$ cat src/rtl/chroma_pkg.sv
package chroma_pkg;
    localparam int NSTEP = 25;
    localparam int HOME  = 12;
    localparam int IDX_W = $clog2(NSTEP);
    localparam int RATE_W = 16;

    typedef enum logic {
        SCAN_ARMED   = 1'b0,
        SCAN_LATCHED = 1'b1
    } scan_state_t;

    function automatic logic [RATE_W-1:0] semitone_rate(input logic [IDX_W-1:0] i);
        logic [RATE_W-1:0] r;
        unique case (i)
            5'd0:  r = 16'h0080;
            5'd1:  r = 16'h0088;
            5'd2:  r = 16'h0090;
            5'd3:  r = 16'h0098;
            5'd4:  r = 16'h00A1;
            5'd5:  r = 16'h00AB;
            5'd6:  r = 16'h00B5;
            5'd7:  r = 16'h00C0;
            5'd8:  r = 16'h00CB;
            5'd9:  r = 16'h00D7;
            5'd10: r = 16'h00E4;
            5'd11: r = 16'h00F2;
            5'd12: r = 16'h0100;
            5'd13: r = 16'h010F;
            5'd14: r = 16'h011F;
            5'd15: r = 16'h0130;
            5'd16: r = 16'h0143;
            5'd17: r = 16'h0156;
            5'd18: r = 16'h016A;
            5'd19: r = 16'h0180;
            5'd20: r = 16'h0196;
            5'd21: r = 16'h01AF;
            5'd22: r = 16'h01C8;
            5'd23: r = 16'h01E3;
            5'd24: r = 16'h0200;
            default: r = 16'h0100;
        endcase
        return r;
    endfunction
endpackage

$ cat src/rtl/phase_sync.sv
module phase_sync #(
    parameter int WIDTH  = 2,
    parameter int STAGES = 2
) (
    input  logic             clk,
    input  logic             rst_n,
    input  logic [WIDTH-1:0] din,
    output logic [WIDTH-1:0] dout
);
    logic [WIDTH-1:0] stage_q [STAGES];

    generate
        for (genvar s = 0; s < STAGES; s++) begin : g_stage
            always_ff @(posedge clk or negedge rst_n) begin
                if (!rst_n)
                    stage_q[s] <= '1;
                else if (s == 0)
                    stage_q[s] <= din;
                else
                    stage_q[s] <= stage_q[(s == 0) ? 0 : s-1];
            end
        end
    endgenerate

    assign dout = stage_q[STAGES-1];
endmodule

$ cat src/rtl/scan_divider.sv
module scan_divider #(
    parameter int DIV = 64
) (
    input  logic clk,
    input  logic rst_n,
    input  logic stb,
    output logic tick
);
    localparam int CW = (DIV > 1) ? $clog2(DIV) : 1;
    localparam logic [CW-1:0] LAST = CW'(DIV - 1);

    logic [CW-1:0] cnt_q;

    always_ff @(posedge clk or negedge rst_n) begin
        if (!rst_n)
            cnt_q <= '0;
        else if (stb)
            cnt_q <= (cnt_q == LAST) ? '0 : cnt_q + 1'b1;
    end

    assign tick = stb && (cnt_q == LAST);
endmodule

$ cat src/rtl/enc_step_fsm.sv
module enc_step_fsm
    import chroma_pkg::*;
(
    input  logic clk,
    input  logic rst_n,
    input  logic tick,
    input  logic a_s,
    input  logic b_s,
    output logic step_up,
    output logic step_dn
);
    scan_state_t st_q, st_d;

    always_ff @(posedge clk or negedge rst_n) begin
        if (!rst_n)
            st_q <= SCAN_ARMED;
        else
            st_q <= st_d;
    end

    always_comb begin
        st_d = st_q;
        unique case (st_q)
            SCAN_ARMED:   if (tick && !a_s) st_d = SCAN_LATCHED;   // take_edge
            SCAN_LATCHED: if (tick &&  a_s) st_d = SCAN_ARMED;     // rearm
            default:      st_d = SCAN_ARMED;
        endcase
    end

    always_comb begin
        step_up = 1'b0;
        step_dn = 1'b0;
        unique case (st_q)
            SCAN_ARMED: begin
                step_up = tick && !a_s && !b_s;
                step_dn = tick && !a_s &&  b_s;
            end
            SCAN_LATCHED: ;
            default: ;
        endcase
    end


    state_on_tick_chk: assert property (@(posedge clk) disable iff (!rst_n)
        !tick |=> $stable(st_q));

    latched_quiet_chk: assert property (@(posedge clk) disable iff (!rst_n)
        (st_q == SCAN_LATCHED) |-> !(step_up || step_dn));

    one_dir_chk: assert property (@(posedge clk) disable iff (!rst_n)
        $onehot0({step_up, step_dn}));
endmodule

$ cat src/rtl/semitone_index.sv
module semitone_index
    import chroma_pkg::*;
(
    input  logic             clk,
    input  logic             rst_n,
    input  logic             step_up,
    input  logic             step_dn,
    output logic [IDX_W-1:0] idx
);
    localparam logic [IDX_W-1:0] TOP  = IDX_W'(NSTEP - 1);
    localparam logic [IDX_W-1:0] INIT = IDX_W'(HOME);

    logic [IDX_W-1:0] idx_q;

    always_ff @(posedge clk or negedge rst_n) begin
        if (!rst_n)
            idx_q <= INIT;
        else if (step_up && idx_q != TOP)
            idx_q <= idx_q + 1'b1;
        else if (step_dn && idx_q != '0)
            idx_q <= idx_q - 1'b1;
    end

    assign idx = idx_q;


    idx_range_chk: assert property (@(posedge clk) disable iff (!rst_n)
        idx_q <= TOP);

    up_move_chk: assert property (@(posedge clk) disable iff (!rst_n)
        (step_up && idx_q < TOP) |=> (idx_q == $past(idx_q) + 1'b1));

    hold_chk: assert property (@(posedge clk) disable iff (!rst_n)
        !(step_up || step_dn) |=> $stable(idx_q));
endmodule

$ cat src/rtl/chroma_rate_sel.sv
module chroma_rate_sel
    import chroma_pkg::*;
#(
    parameter int SCAN_DIV = 64
) (
    input  logic        clk,
    input  logic        rst_n,
    input  logic        smp_stb,
    input  logic        enc_a,
    input  logic        enc_b,
    output logic [15:0] rate_word
);
    logic [1:0]       ph_s;
    logic             tick;
    logic             step_up, step_dn;
    logic [IDX_W-1:0] idx;
    logic [RATE_W-1:0] rate_q;

    // two-flop synchronizer on both phases
    phase_sync #(.WIDTH(2), .STAGES(2)) u_sync (
        .clk(clk), .rst_n(rst_n), .din({enc_b, enc_a}), .dout(ph_s));

    scan_divider #(.DIV(SCAN_DIV)) u_div (
        .clk(clk), .rst_n(rst_n), .stb(smp_stb), .tick(tick));

    enc_step_fsm u_fsm (
        .clk(clk), .rst_n(rst_n), .tick(tick), .a_s(ph_s[0]), .b_s(ph_s[1]),
        .step_up(step_up), .step_dn(step_dn));

    semitone_index u_idx (
        .clk(clk), .rst_n(rst_n), .step_up(step_up), .step_dn(step_dn), .idx(idx));

    // registered table lookup
    always_ff @(posedge clk or negedge rst_n) begin
        if (!rst_n)
            rate_q <= 16'h0100;
        else
            rate_q <= semitone_rate(idx);
    end

    assign rate_word = rate_q;


    rate_stable_chk: assert property (@(posedge clk) disable iff (!rst_n)
        (idx == $past(idx)) |=> $stable(rate_q));
endmodule

$ cat config.mk
export PLATFORM = sky130hd
export DESIGN_NAME = chroma_rate_sel
export DESIGN_NICKNAME = d
export VERILOG_FILES = /design/src/rtl/chroma_pkg.sv /design/src/rtl/phase_sync.sv /design/src/rtl/scan_divider.sv /design/src/rtl/enc_step_fsm.sv /design/src/rtl/semitone_index.sv /design/src/rtl/chroma_rate_sel.sv
export SDC_FILE = /design/constraint.sdc
export NUM_CORES = 1
export LEC_CHECK = 0
export CORE_MARGIN = 4
export CORE_UTILIZATION = 30
export CTS_BUF_LIST = sky130_fd_sc_hd__clkbuf_2
export DETAILED_ROUTE_END_ITERATION = 8
export PLACE_DENSITY_LB_ADDON = 0.3
export SYNTH_ARGS = -nofsm -noshare
export SYNTH_HDL_FRONTEND = slang
export SYNTH_SLANG_ARGS = --single-unit
$ cat constraint.sdc
create_clock -name clk -period 3.87 [get_ports clk]
set_input_delay 0.774 -clock clk [delete_from_list [all_inputs] [get_ports clk]]
set_output_delay 0.774 -clock clk [all_outputs]
set_load 0.1 [all_outputs]
=== Word level (Yosys, flattened, before mapping) ===
Memory sizes are Yosys's and may differ from the RTL's. A register that Yosys moved wholly into a read port is not among the register bits.
Cells that the tools add are included.
Widths: inputs -> output; s select.

* Bits in registers: 32
* Memory bits (read-only): 320
* Input bits: 5
* Output and inout bits: 16
* Logic and storage cells: 33
* Memories kept: 1

* $add $sub $neg: 3
* Equal/unequal tests: 2
* Multiplexer cells: 8
* Bitwise operators: 1
* Reduce and logical (&&, ||, !) cells: 12

{| class="wikitable"
|+ Memory list
! name !! depth !! bits a word !! rd ports !! clocked after Yosys merged registers in !! wr ports !! RTL line !! text
|-
| (no name shown) || 32 || 10 || 1 || 1 || 0 || chroma_pkg.sv:14 || <nowiki>unique case (i)</nowiki>
|}

{| class="wikitable"
|+ Operator list
! operator !! count
|-
| $mux 5 || 2
|-
| $logic_and 1x1->1 || 7
|-
| $add 6x1->6 const B || 1
|-
| $eq 6x6->1 const B || 1
|-
| $mux 6 || 1
|-
| $add 5x1->5 const B || 1
|-
| $ne 5x5->1 const B || 1
|-
| $reduce_bool 5->1 || 1
|-
| $sub 5x1->5 const B || 1
|-
| $mux 1 || 4
|-
| $logic_not 1->1 || 3
|-
| $pmux 1 s2 || 1
|-
| $reduce_bool 2->1 || 1
|-
| $not 1->1 || 1
|}

=== Longest topological paths before layout ===
Gate-level depths: netlist of run 1.

* Word-level depth: 8
* Gate-level depth with buffers: 9

=== By module ===
A second synthesis of run 1 with hierarchy kept.

* Cells, all modules: 140
* Area total of the unflattened synthesis: 1,585.3 um^2

{| class="wikitable"
|+ Modules (own cells, without submodules)
! module !! instances !! cells an instance !! area an instance (um^2)
|-
| chroma_rate_sel || 1 || 73 || 745.7
|-
| semitone_index || 1 || 31 || 385.4
|-
| scan_divider || 1 || 24 || 276.5
|-
| phase_sync || 1 || 6 || 120.1
|-
| enc_step_fsm || 1 || 6 || 57.6
|}

=== Least setup slack after synthesis of run 1 ===
Ideal clock, no wire load.

* Path kind: input port to flip-flop
* From: input smp_stb
* To: register u_idx.idx_q[4], in the netlist u_idx.idx[4]
* Setup time: 132 ps
* Arrival: 2,578 ps
* Path slack: 1,160 ps
* Stages: 8
* Buffers on the path: 0
* Cells stage by stage: nand4_4 nor2_2 or4b_1 ha_1 a21oi_1 a211oi_1 o221ai_1 xnor2_1

* Cells in the longest elaborated chain, start to end: 6

{| class="wikitable"
|+ RTL lines
! what !! RTL line !! text
|-
| from (decl) || chroma_rate_sel.sv:8 || <nowiki>input logic smp_stb,</nowiki>
|-
| $logic_and 1x1->1 * || scan_divider.sv:21 || <nowiki>assign tick = stb && (cnt_q == LAST);</nowiki>
|-
| $logic_and 1x1->1 * || enc_step_fsm.sv:35, enc_step_fsm.sv:36 ||
|-
| $logic_and 1x1->1 (on tied branches) || enc_step_fsm.sv:35, enc_step_fsm.sv:36 ||
|-
| $mux 1 || enc_step_fsm.sv:33 || <nowiki>unique case (st_q)</nowiki>
|-
| $logic_and 1x1->1 (on tied branches) || semitone_index.sv:18, semitone_index.sv:20 ||
|-
| $mux 5 / $reduce_bool 2->1 (equally long branches) || n/a ||
|-
| to (signal assigned) || semitone_index.sv:19 || <nowiki>idx_q <= idx_q + 1'b1;</nowiki>
|-
| to (signal assigned) || semitone_index.sv:21 || <nowiki>idx_q <= idx_q - 1'b1;</nowiki>
|-
| to (decl) || semitone_index.sv:13 || <nowiki>logic [IDX_W-1:0] idx_q;</nowiki>
|}

Every way passes the cells marked *; elsewhere a longest branch is shown, timed or not.
A chain may end at the register's enable or synchronous reset.

=== Worst setup path after layout of run 1 ===
Ends and elaborated chain as after synthesis.

==> run_results.csv, run 1 <==
group,metric,value,unit
outcome,status,"finished, final reports clean",
setup_path,cp.arrival,3.49,ns
yosys,netlist.area_leader.share,32.29,%
cells_and_area,final_core_util,35.84,%
cts,cts_setup_buffers,0,
floorplan,chipHeight,78.07,µm
hold_path,min_from,"u_sync.stage_q[3]",
pwr,power_density,534.9,nW/µm²
drt,wire_per_inst,12.44,µm
drt,wirelength,2.686,mm
sta,hold_violations,0,
drt,drt_iter0_drc,103,
cts,clkTransAtPathRegs,0.25,ns
drt,drc_errors,0,
place,io_buffers,14,
global_routing,grt_pass1_vias,1040,
global_routing,grt_pass1_wl,4.733,mm
place,gp_congestion,0.7847,
yosys,yosys_most_used_dff,"dfrtp_1",
yosys,synth_area_leaders,"dfrtp_1 32%, dfstp_2 12%, ha_1 6.8%",
sta,setup_viol,0,
floorplan,core,4755,µm²
cells_and_area,regArea,659.4,µm²
cells_and_area,finalNetCount,164,
setup_path,timing.rr.start,"u_idx.idx[1]",
setup_path,path_class,"primary input to register",
cells_and_area,fillCellCount,467,
setup_path,worstSetupStartpointType,"primary input",
cells_and_area,final_cells,216,
floorplan,core.rowCount,25,
cts,cts_max_level,1,
setup_path,ff2ff_setup_slack,0.73,ns
floorplan,ios,21,
cells_and_area,drive_gt1_share,16.11,%
place,hpwl,1.976,mm
cts,cts_root_buffer,"clkbuf_2",
hold_path,hold_path_class,"register to register",
sta,rsz0062_at_grt,"false",
setup_path,required,4.14,ns
sta,min_period,3.222,ns
sta,worst_pin_slew,0.9697,ns
yosys,synth-edff-count,0,
cts,cts_resized,0,
yosys,netlist_area,1473,µm²
yosys,yosys.area.top_type,"dfrtp_1",
sta,fmax,310.3,MHz
cts,worstSkewPairLatency,0.36,ns
hold_path,min_delay_worst_endpoint,"u_sync.dout[1]",
setup_path,crit_path_start,"smp_stb",
yosys,seq_area_frac_synth,44.77,%
cts,clock-sinks,26,
drt,num_vias,1009,
floorplan,initial_core_util,30.97,%
yosys,yosys_warnings,0,
global_routing,antenna_found_initial,0,
sta,fin_skew,0.01673,ns
drt,drtPass1Iterations,4,
cts,cts_tree,"built",
global_routing,overflow,0,
pwr,leakagePower,0.7438,nW
yosys,synthTopCellsByCount,"19 x dfrtp_1, 15 x nand2_1, 9 x nor2_1, 8 x a21oi_1, 8 x ha_1",
yosys,ys_async_sr_fraction,100.0,%
pwr,ir_drop,181.6,µV
floorplan,die-area,6094,µm²
hold_path,hold_depth,0,
setup_path,cp-end-kind,"register",
cts,cts_buffer_depth,2,
cells_and_area,multiInputGateArea,749.5,µm²
yosys,synthCells,136,
yosys,yosysMostFrequentCell,"dfrtp_1",
setup_path,path_max_fanout,6,
cts,ctsHoldBuffers,0,
global_routing,grt_max_degree,25,
setup_path,reg2reg_to,"u_idx.idx[4]",
sta,fin_tns_setup,0,ns
cts,cts_buffers,3,
sta,drv_slew,0,
yosys,synth_cell_type_count,42,
drt,vias_per_cell,4.671,
drt,ant_nets,0,
place,numPlacedInstances,212,
floorplan,fp.dieW,78.07,µm
job,cap_violations,0,
yosys,synth_seq_cells,26,
sta,period_share,83.26,%
global_routing,grt_usage,9.377,%
pwr,power,0.0009115,W
cells_and_area,area_growth,15.72,%
setup_path,r2r.worst_path.cells,9,
yosys,avgSynthCellArea,10.83,µm²
sta,relSlewSlack,35.15,%
cells_and_area,antenna_cells,0,
==> sequential cells by signal, indices dropped and copies added (netlist names), named ones only <==
register,count
rate_word,10
u_div.cnt_q,6
u_idx.idx,5
u_sync.dout,2
u_sync.stage_q,2
==> worst max path at each step <==
stage          slack (ns)  cells after the start           end
2_1_floorplan        1.16                      8  u_idx.idx[4]
3_3_place_gp         0.45                      9  u_idx.idx[4]
3_5_place_dp         0.27                      9  u_idx.idx[4]
4_1_cts              0.68                      9  u_idx.idx[4]
5_1_grt              0.53                      9  u_idx.idx[4]
6_report             0.65                      9  u_idx.idx[4]
==> cell usage in the layout, fill, tap and decap left out, types with 2 or more instances in the layout <==
cell type        instances
xnor2_1                  7
clkbuf_2                 3
conb_1                   6
a21oi_1                  8
nor2_1                   9
nand2_1                 15
o21a_1                   2
mux2_2                   2
buf_4                    2
a211oi_1                 2
xor2_1                   2
inv_1                    3
dfrtp_1                 19
ha_1                     8
o21ai_0                  7
a221oi_1                 2
dfstp_2                  7
mux2_4                   2
o221ai_1                 2
a21o_1                   2
clkdlybuf4s50_1         14
mux2i_1                  5
==> critical path, stage by stage <==
cell and delay (ns):
clkdlybuf4s50_1 0.60, nand4_4 0.16, nor2_2 0.24, or4b_1 0.56
ha_1 0.39, a21oi_1 0.11, a211oi_1 0.28, o221ai_1 0.20
xnor2_1 0.16
==> power breakdown <==
group	leakage [nW]	internal [W]	switching (W)
Combinational	0.406	0.000119	0.000231
Sequential	0.311	0.000330	0.0000602
Clock	0.0266	0.0000890	0.0000826
==> layer usage <==
layer	GRT usage, %	up-vias	share of wire, %
li1	-	489	-
met1	10.77	491	44
met2	17.55	23	50
met3	1.147	6	3.1
met4	3.671	0	2.2
met5	0	-	0
==> metrics by stage <==
| step | area, µm² | hold slack (ns) | setup slack [ns] |
|---|---|---|---|
| 2_1_floorplan | 1491 | 0.3452 | 1.160 |
| 3_3_place_gp | 1659 | 0.3475 | 0.4508 |
| 3_5_place_dp | 1659 | 0.3485 | 0.2690 |
| 4_1_cts | 1704 | 0.3786 | 0.6773 |
| 5_1_grt | 1704 | 0.3782 | 0.5322 |
| 6_report | 1704 | 0.3767 | 0.6477 |
==> final cells by class <==
cell class                 instances  area share [%]
clock inverter                     1           1.762
inverter                           3          0.6608
tap                               67           4.919
timing repair buffer              16           9.104
clock buffer                       3          0.8811
sequential                        26           38.69
multi-input combinational        100           43.98
==> logic make-up (layout without fill, tap and decap cells) <==
kind of cell | Yosys count | in the layout | share of synthesized area, %
AO/OA/AOI/OAI | 30 | 30 | 13.34
AND/OR/NAND/NOR | 36 | 36 | 14.02
multiplexers | 10 | 10 | 8.496
other | 1 | 6 | 0.2546
XOR/XNOR | 9 | 9 | 5.353
flip-flops | 26 | 26 | 44.78
buffers and inverters | 15 | 23 | 5.607
adder cells (fa/ha/maj) | 9 | 9 | 8.157
Note: power is estimated with default switching activity, not from simulation.
==> inputs of run 2 (changes only) <==
Clock period 3.87 ns to 2.6 ns, I/O delays scaled along.
==> run 2 against run 1 <==
Critical path depth is the same. Register-to-register slack lost 0.62 ns. Flip-flop and latch count is the same. Sequential power grew 46%. Via count grew 6.3%. Clock power shrank 6%. Power grew 46%. Clock skew shrank 0.0029 ns. Routed wire length grew 10%. Die area is the same. Cell count grew 6.0%. First-iteration DRC count grew 16%.
==> run_results.csv, run 2 (synthesis gave the netlist of run 1 again) <==
group,metric,value,unit
outcome,status,"finished, final reports clean",
sta,drv_slew,0,
hold_path,min_delay_worst_endpoint,"u_sync.dout[1]",
cts,cts_buffers,3,
setup_path,timing.rr.start,"u_idx.idx[0]",
setup_path,r2r.worst_path.cells,9,
global_routing,grt_pass1_wl,5.030,mm
drt,wirelength,2.958,mm
global_routing,grt_pass1_vias,1098,
setup_path,path_buf_inv,1,
setup_path,worstSetupStartpointType,"register",
setup_path,crit_family,"simple AND/OR/NAND/NOR gates",
drt,drtPass1Iterations,4,
drt,vias_per_cell,4.686,
pwr,ir_drop,212.8,µV
cts,clkTransAtPathRegs,0.26,ns
floorplan,initial_core_util,30.97,%
sta,setup_viol,0,
sta,hold_violations,0,
sta,period_share,95.83,%
cts,cts_buffer_depth,2,
place,gp_congestion,0.8094,
floorplan,die-area,6094,µm²
cells_and_area,area_growth,23.36,%
setup_path,ff2ff_setup_slack,0.11,ns
cells_and_area,largest_reg_flops,10,
hold_path,hold_path_class,"register to register",
cells_and_area,final_common_cell,"buf_4",
cells_and_area,finalNetCount,177,
global_routing,grt_max_degree,27,
setup_path,cp.arrival,2.82,ns
setup_path,path_cells,"inv_1, ha_2, and4b_1, or4b_4, ha_1, a21o_1, a21oi_1, xnor2_1, mux2_4",
global_routing,antenna_found_initial,0,
floorplan,ios,21,
floorplan,chipHeight,78.07,µm
sta,setup_ws,0.1084,ns
drt,drc_errors,0,
sta,fin_skew,0.01379,ns
cts,cts_root_buffer,"clkbuf_2",
cts,cts_setup_buffers,0,
cts,cts_tree,"built",
cts,clock-sinks,26,
cts,cts_max_level,1,
cts,worstSkewPairLatency,0.37,ns
job,cap_violations,0,
global_routing,overflow,0,
place,io_buffers,14,
cells_and_area,final_core_util,38.21,%
drt,ant_nets,0,
place,hpwl,2.125,mm
cells_and_area,drive_gt1_share,35.19,%
floorplan,core.rowCount,25,
setup_path,cp-end-kind,"register",
drt,num_vias,1073,
setup_path,reg2reg_to,"u_idx.idx[3]",
global_routing,grt_usage,10.22,%
cells_and_area,final_cell_mix,"25 x buf_4, 17 x dfrtp_1, 15 x nand2_1",
pwr,leakagePower,0.8181,nW
setup_path,required,2.93,ns
setup_path,slowest_delay,0.55,ns
sta,min_period,2.492,ns
sta,fmax,401.4,MHz
hold_path,min_from,"u_sync.stage_q[3]",
setup_path,path_max_fanout,4,
setup_path,path_class,"register to register",
setup_path,crit_path_top_delay_cell,"or4b_4",
pwr,power_density,731.2,nW/µm²
hold_path,hold_depth,0,
drt,wire_per_inst,12.92,µm
floorplan,core,4755,µm²
floorplan,fp.dieW,78.07,µm
drt,drt_iter0_drc,119,
cells_and_area,antenna_cells,0,
cts,ctsHoldBuffers,0,
place,pre_cts_ws,-0.4056,ns
-- run 2: cell types whose count changed in the layout (fill, tap and decap cells not counted), moves of 2 or more --
cell	delta
clkdlybuf4s50_1	-11
dfrtp_2	+2
ha_4	+3
buf_4	+23
dfrtp_1	-2
ha_1	-4
-- run 2: layout make-up --
cell class	instances	area, µm²
multi-input cells	100	810.8
repair buffers	29	230.2
well taps	67	83.83
clock inverters	1	3.754
inverters	3	11.26
clock buffers	3	15.01
flip-flops and latches	26	661.9
fillers	493	2938
-- run 2: what timing repair did --
action	CTS	global route
pin swaps	0	8
setup endpoints to repair	1	1
cloned	0	0
gates resized for setup	1	10
-- run 2: power by group --
group / internal (W) / switching (W) / total [W]
logic: 0.000216 / 0.000383 / 0.000599
registers: 0.000492 / 0.0000772 / 0.000569
clock network: 0.0000334 / 0.000128 / 0.000161
total: 0.000741 / 0.000588 / 0.00133
-- run 2: per-layer routing --
layer	wire length [µm]	vias up	GRT usage [%]
li1	-	519	-
met1	1352	517	11.82
met2	1469	33	18.58
met3	94	4	1.491
met4	41	0	4.545
met5	0	-	0
-- run 2: worst reg2reg max path: cells and delay by family, from the launching register on --
kind / cells / cell delay, ns
compound gates: 2 / 0.34
buf+inv: 1 / 0.06
xor+xnor: 1 / 0.10
simple gates: 2 / 0.75
flops: 1 / 0.42
mux: 1 / 0.27
fa+ha+maj: 2 / 0.51
-- run 2: through the flow --
step	cell area [µm²]	std cells	setup TNS [ns]	hold WS [ns]	total power [W]
final	1817	229	0	0.3745	0.001328
after global routing	1817	229	-0.01152	0.3825	0.001399
after CTS	1757	229	0	0.3748	0.001303
after detailed placement	1734	225	-1.010	0.3476	0.001147
after global placement	1734	225	-0.8242	0.3467	0.001124
after floorplan	1494	141	0	0.2244	0.001003
-- run 2: worst max-delay path by stage --
stage / end / start / cells past startpoint / slack, ns
3_3_place_gp: u_idx.idx[4] / smp_stb / 9 / -0.32
2_1_floorplan: u_idx.idx[4] / u_idx.idx[1] / 9 / 0.002
4_1_cts: u_idx.idx[4] / u_idx.idx[0] / 9 / 0.05
6_report: u_idx.idx[3] / u_idx.idx[0] / 9 / 0.11
5_1_grt: u_idx.idx[4] / u_div.cnt_q[0] / 9 / -0.01
3_5_place_dp: u_idx.idx[4] / smp_stb / 9 / -0.41
